[config.mk]
export PLATFORM = sky130hd
export DESIGN_NAME = rs_array
export DESIGN_NICKNAME = d
export VERILOG_FILES = /design/src/rtl/rs_pkg.sv /design/src/rtl/rs_prio_pick.sv /design/src/rtl/rs_entry.sv /design/src/rtl/rs_array.sv
export SDC_FILE = /design/constraint.sdc
export NUM_CORES = 2
export LEC_CHECK = 0
export BUFFER_PORTS_ARGS = -buffer_cell sky130_fd_sc_hd__buf_4
export CORE_MARGIN = 4
export CORE_UTILIZATION = 60
export CTS_BUF_LIST = sky130_fd_sc_hd__clkbuf_8 sky130_fd_sc_hd__clkbuf_16
export DETAILED_ROUTE_END_ITERATION = 6
export PLACE_DENSITY = 0.82
export REMOVE_ABC_BUFFERS = 1
export SLEW_MARGIN = 15
export SYNTH_ARGS = -nofsm -noshare
export SYNTH_HDL_FRONTEND = slang
export SYNTH_SLANG_ARGS = --single-unit
[constraint.sdc]
create_clock -name clk -period 6.5 [get_ports clk]
set_input_delay 1.3 -clock clk [delete_from_list [all_inputs] [get_ports clk]]
set_output_delay 1.3 -clock clk [all_outputs]
set_load 0.05 [all_outputs]
[src/rtl/rs_pkg.sv]
package rs_pkg;

  // widest tag any instance may use; tags are zero-extended to this for compares
  localparam int TAG_MAXW = 8;

  typedef enum logic [1:0] {
    SLOT_IDLE = 2'd0,   // free for allocation
    SLOT_WAIT = 2'd1,   // holding operands, not yet handed to the unit
    SLOT_GONE = 2'd2    // handed to the unit, waiting for own result broadcast
  } slot_state_t;

  // a broadcast satisfies a pending operand when it is valid and tags agree;
  // tag zero never matches because it denotes a value already present
  function automatic logic tag_match(input logic                bus_vld,
                                     input logic [TAG_MAXW-1:0] bus_tag,
                                     input logic [TAG_MAXW-1:0] want);
    return bus_vld && (want != '0) && (bus_tag == want);
  endfunction

endpackage

[src/rtl/rs_prio_pick.sv]
module rs_prio_pick #(
  parameter int N  = 4,
  parameter int TW = 3
) (
  input  logic [N-1:0]  req,
  output logic [N-1:0]  gnt,
  output logic          any,
  output logic [TW-1:0] tag
);

  always_comb begin
    logic found;
    found = 1'b0;
    gnt   = '0;
    tag   = '0;
    for (int i = 0; i < N; i++) begin
      if (req[i] && !found) begin
        gnt[i] = 1'b1;
        tag    = TW'(i + 1);
        found  = 1'b1;
      end
    end
  end

  assign any = |req;

endmodule

[src/rtl/rs_entry.sv]
module rs_entry
  import rs_pkg::*;
#(
  parameter int DW     = 64,
  parameter int OPW    = 4,
  parameter int TW     = 3,
  parameter int MY_TAG = 1
) (
  input  logic           clk,
  input  logic           rst_n,
  input  logic           alloc,
  input  logic [OPW-1:0] in_op,
  input  logic [DW-1:0]  in_vj,
  input  logic [TW-1:0]  in_qj,
  input  logic [DW-1:0]  in_vk,
  input  logic [TW-1:0]  in_qk,
  input  logic           bc_valid,
  input  logic [TW-1:0]  bc_tag,
  input  logic [DW-1:0]  bc_data,
  input  logic           launch,
  output logic           busy,
  output logic           ready,
  output logic [OPW-1:0] op_o,
  output logic [DW-1:0]  vj_o,
  output logic [DW-1:0]  vk_o
);

  slot_state_t    st;
  logic [TW-1:0]  q_j, q_k;
  logic [DW-1:0]  v_j, v_k;
  logic [OPW-1:0] op_r;

  // wakeup and issue-cycle bypass events, named for visibility
  logic hit_j, hit_k, byp_j, byp_k, own_done;

  assign hit_j    = (st == SLOT_WAIT) && tag_match(bc_valid, TAG_MAXW'(bc_tag), TAG_MAXW'(q_j));
  assign hit_k    = (st == SLOT_WAIT) && tag_match(bc_valid, TAG_MAXW'(bc_tag), TAG_MAXW'(q_k));
  assign byp_j    = tag_match(bc_valid, TAG_MAXW'(bc_tag), TAG_MAXW'(in_qj));
  assign byp_k    = tag_match(bc_valid, TAG_MAXW'(bc_tag), TAG_MAXW'(in_qk));
  assign own_done = (st == SLOT_GONE) && bc_valid && (bc_tag == TW'(MY_TAG));

  always_ff @(posedge clk) begin
    if (!rst_n) begin
      st   <= SLOT_IDLE;
      q_j  <= '0;
      q_k  <= '0;
      v_j  <= '0;
      v_k  <= '0;
      op_r <= '0;
    end else if (alloc) begin
      st   <= SLOT_WAIT;
      op_r <= in_op;
      v_j  <= byp_j ? bc_data : in_vj;
      q_j  <= byp_j ? '0      : in_qj;
      v_k  <= byp_k ? bc_data : in_vk;
      q_k  <= byp_k ? '0      : in_qk;
    end else if (st == SLOT_WAIT) begin
      if (hit_j) begin
        v_j <= bc_data;
        q_j <= '0;
      end
      if (hit_k) begin
        v_k <= bc_data;
        q_k <= '0;
      end
      if (launch) st <= SLOT_GONE;
    end else if (own_done) begin
      st <= SLOT_IDLE;
    end
  end

  assign busy  = (st != SLOT_IDLE);
  assign ready = (st == SLOT_WAIT) && (q_j == '0) && (q_k == '0);
  assign op_o  = op_r;
  assign vj_o  = v_j;
  assign vk_o  = v_k;

endmodule

[src/rtl/rs_array.sv]
module rs_array #(
  parameter int N_ENT = 4,
  parameter int DW    = 64,
  parameter int OPW   = 4,
  parameter int TW    = $clog2(N_ENT + 1)
) (
  input  logic           clk,
  input  logic           rst_n,
  input  logic           iss_valid,
  input  logic [OPW-1:0] iss_op,
  input  logic [DW-1:0]  iss_vj,
  input  logic [TW-1:0]  iss_qj,
  input  logic [DW-1:0]  iss_vk,
  input  logic [TW-1:0]  iss_qk,
  output logic           iss_ready,
  output logic [TW-1:0]  iss_tag,
  input  logic           fu_free,
  output logic           disp_valid,
  output logic [TW-1:0]  disp_tag,
  output logic [OPW-1:0] disp_op,
  output logic [DW-1:0]  disp_vj,
  output logic [DW-1:0]  disp_vk,
  input  logic           cdb_valid,
  input  logic [TW-1:0]  cdb_tag,
  input  logic [DW-1:0]  cdb_data
);

  // named internal events, used by the bound checker
  logic [N_ENT-1:0] busy_vec;
  logic [N_ENT-1:0] rdy_vec;
  logic [N_ENT-1:0] free_gnt;
  logic [N_ENT-1:0] alloc_vec;
  logic [N_ENT-1:0] launch_vec;

  logic [OPW-1:0] ent_op [N_ENT];
  logic [DW-1:0]  ent_vj [N_ENT];
  logic [DW-1:0]  ent_vk [N_ENT];

  rs_prio_pick #(.N(N_ENT), .TW(TW)) u_alloc (
    .req (~busy_vec),
    .gnt (free_gnt),
    .any (iss_ready),
    .tag (iss_tag)
  );

  assign alloc_vec = free_gnt & {N_ENT{iss_valid}};

  rs_prio_pick #(.N(N_ENT), .TW(TW)) u_select (
    .req (rdy_vec & {N_ENT{fu_free}}),
    .gnt (launch_vec),
    .any (disp_valid),
    .tag (disp_tag)
  );

  for (genvar g = 0; g < N_ENT; g++) begin : g_slot
    rs_entry #(.DW(DW), .OPW(OPW), .TW(TW), .MY_TAG(g + 1)) u_ent (
      .clk      (clk),
      .rst_n    (rst_n),
      .alloc    (alloc_vec[g]),
      .in_op    (iss_op),
      .in_vj    (iss_vj),
      .in_qj    (iss_qj),
      .in_vk    (iss_vk),
      .in_qk    (iss_qk),
      .bc_valid (cdb_valid),
      .bc_tag   (cdb_tag),
      .bc_data  (cdb_data),
      .launch   (launch_vec[g]),
      .busy     (busy_vec[g]),
      .ready    (rdy_vec[g]),
      .op_o     (ent_op[g]),
      .vj_o     (ent_vj[g]),
      .vk_o     (ent_vk[g])
    );
  end

  // one-hot launch vector steers the selected slot onto the dispatch port
  always_comb begin
    disp_op = '0;
    disp_vj = '0;
    disp_vk = '0;
    for (int i = 0; i < N_ENT; i++) begin
      if (launch_vec[i]) begin
        disp_op = disp_op | ent_op[i];
        disp_vj = disp_vj | ent_vj[i];
        disp_vk = disp_vk | ent_vk[i];
      end
    end
  end

endmodule

==> reports/qor.csv <==
metric,value,unit
dieArea,0.0505,mm^2
fin_crit_sh,0.880,
io_buffers,349,
final_common_cell,dfxtp_1,
tritoncts,done,
outcome,finished clean,
ys.flop_type,dfxtp_1,
finalMaxSlewViolations,0,
dpl.hpwl,58.1,mm
critPathMaxFanout,81,
post-route-min-period,5.72,ns
design_area,0.0324,mm^2
cts_max_path_buffers,3,
clock-sinks,560,
die_y,225,um
max_cap_viol_count,0,
switching_share,0.274,
clk_pin_slew,0.06,ns
root_buffer,clkbuf_16,
endpoint_kind,output port,
grt_pass1_vias,28300,
cts_setup_buffers,0,
cp.arrival,4.42,ns
postRouteWirelength,105,mm
ys.warnings.count,0,
async_reset_ff_frac,0,
final_cells,4029,
total_leakage_power,12.0,nW
grtUsageTotal,0.390,
drt_iter0_drc,3951,
rsz0062_at_grt,no,
setup_slack,0.780,ns
via_per_inst,7.13,
drtAntennaViolNets,0,
fin_skew,0.0179,ns
seq_area_frac_synth,0.398,
maxSlewHeadroom,0.0612,
worst_pin_slew,1.39,ns
drive_gt1_frac,0.187,
dpl_cell_area,0.0304,mm^2
postSynthRegisterBits,560,
gp_congestion,0.927,
start_util,0.606,
preCtsSetupSlack,1.15,ns
rows,79,
antenna_found_initial,6,
crit_required,5.20,ns
clock_insertion_delay_worst_skew,0.63,ns
grt_max_degree,137,
hold_path.class,flop to flop,
p_total,8.14,mW
syn_inst,3306,
max_freq,175,MHz
fill_cells,3547,
core,0.0465,mm^2
area_delta_synth_final,15.0,%
dieWidth,225,um
syn_area_per_cell,8.52,um^2
hold_violations,0,
worstSetupPathType,flop to output port,
drtPass1Iterations,6,
final_cell_mix,"dfxtp_1, nand2_1, buf_4",
vias,28700,
final-setup-viol-count,0,
p_switching,2.23,mW
ios,350,
tns,0,ns
route.detailed.drc,0,
grt_pass1_wl,158,mm
synth.distinct_cells,62,
dp_cells,3920,
critPathLaunchType,flop,
powerDensity,251,mW/mm^2
htree_levels,2,
ctsHoldBuffers,0,
peakVddDrop,0.000199,V
synth.cell_area,0.0282,mm^2
synth-edff-count,0,
grt_overflow,0,
seqPwrFrac,0.448,
cts_made_buffers,57,
avgRoutedWirePerCell,26.0,um
num-nets-final,3582,
p_int,5.91,mW
pwr-share-clk,0.422,
post_cts_resize_count,0,
p_comb_frac,0.130,
-- final timing paths --
path                                              start                      end  slack (ns)  depth (start not counted)
worst max-delay path              g_slot[0].u_ent.st[0]              disp_vk[27]        0.78                          7
worst min-delay path            g_slot[2].u_ent.op_o[0]  g_slot[2].u_ent.op_o[0]        0.46                          2
worst max register to register    g_slot[0].u_ent.st[0]    g_slot[2].u_ent.st[0]        2.87                          5
worst min register to register  g_slot[2].u_ent.op_o[0]  g_slot[2].u_ent.op_o[0]        0.46                          2
-- per-layer routing --
layer  share of wire  track usage
met1            0.36        0.502
met2            0.45        0.613
met3            0.13       0.0911
met4           0.055        0.206
met5         0.00016            0
-- sequential cells by signal (all words and copies together), names as in the netlist --
| signal | flops |
|---|---|
| g_slot.u_ent.vj_o | 256 |
| g_slot.u_ent.st | 8 |
| g_slot.u_ent.op_o | 16 |
| g_slot.u_ent.q_j | 12 |
| g_slot.u_ent.vk_o | 256 |
| g_slot.u_ent.q_k | 12 |
-- synthesized netlist by cell type, types with 3 or more instances --
master	instances	area [um^2]
buf_4	14	105
or2_2	3	18.8
nor4_1	4	25.0
or3b_1	4	35.0
xor2_1	8	70.1
and2_1	71	444
mux2i_1	192	1920
nor2_1	39	146
buf_1	9	33.8
a21oi_1	175	876
or3_1	5	31.3
a22o_1	4	35.0
a222oi_1	9	90.1
buf_2	69	345
nor3b_1	4	30.0
buf_6	21	236
nand2_1	442	1660
o21a_1	3	22.5
a221oi_1	13	114
dfxtp_1	560	11200
inv_1	194	728
nand3_1	239	1200
nor2b_1	4	25.0
a31oi_1	4	25.0
a211o_1	3	26.3
o22ai_1	132	826
o22a_1	4	35.0
nand2b_1	6	37.5
o221ai_1	192	1680
a221oi_2	51	766
a221o_1	187	1870
mux2_2	64	721
nand3b_1	4	30.0
nand4_1	3	18.8
nor3_1	4	20.0
o21ai_0	249	1250
clkbuf_1	271	1020
xnor2_1	13	114
-- power by group through the flow --
stage	Clock, mW	Sequential (mW)	Combinational [mW]
floorplan	0	3.70	0.612
global placement	0	3.71	0.985
detailed placement	0	3.72	1.02
CTS	3.43	3.64	1.03
global route	3.57	3.66	1.11
finish	3.44	3.65	1.06
-- through the flow --
| step | hold slack (ns) | utilization |
|---|---|---|
| after detailed placement | 0.447 | 0.655 |
| after global routing | 0.471 | 0.697 |
| after global placement | 0.441 | 0.655 |
| final | 0.458 | 0.697 |
| after floorplan | 0.436 | - |
| after CTS | 0.454 | 0.697 |
-- cell families (layout without fill, tap and decap cells) --
family / count (synthesis) / in the layout / synth area share
AOI/OAI and AO/OA: 1042 / 1042 / 0.276
muxes: 256 / 256 / 0.0938
buffers and inverters: 578 / 689 / 0.0876
xor gates and xnor gates: 21 / 21 / 0.00653
other: 0 / 5 / 0
and+or+nand+nor: 849 / 849 / 0.138
DFF: 560 / 560 / 0.398
-- worst max-delay path, cell delays in order (launching register included) --
cell,delay (ns)
dfxtp_1,0.53
nor3b_1,0.41
and4b_4,0.96
buf_4,1.02
nand2_1,0.19
o21ai_0,0.16
a221o_1,0.17
buf_4,0.20
-- area by class of cell --
| type | instances | area (um^2) | area share |
|---|---|---|---|
| Clock inverter | 33 | 339 | 0.0105 |
| Tap cell | 607 | 759 | 0.0235 |
| Multi-Input combinational cell | 2168 | 14700 | 0.453 |
| Timing Repair Buffer | 391 | 3030 | 0.0935 |
| Antenna cell | 5 | 12.5 | 0.000386 |
| Clock buffer | 71 | 1620 | 0.0500 |
| Inverter | 194 | 731 | 0.0226 |
| Sequential cell | 560 | 11200 | 0.346 |
No activity file was read; power rests on OpenSTA's default activity.
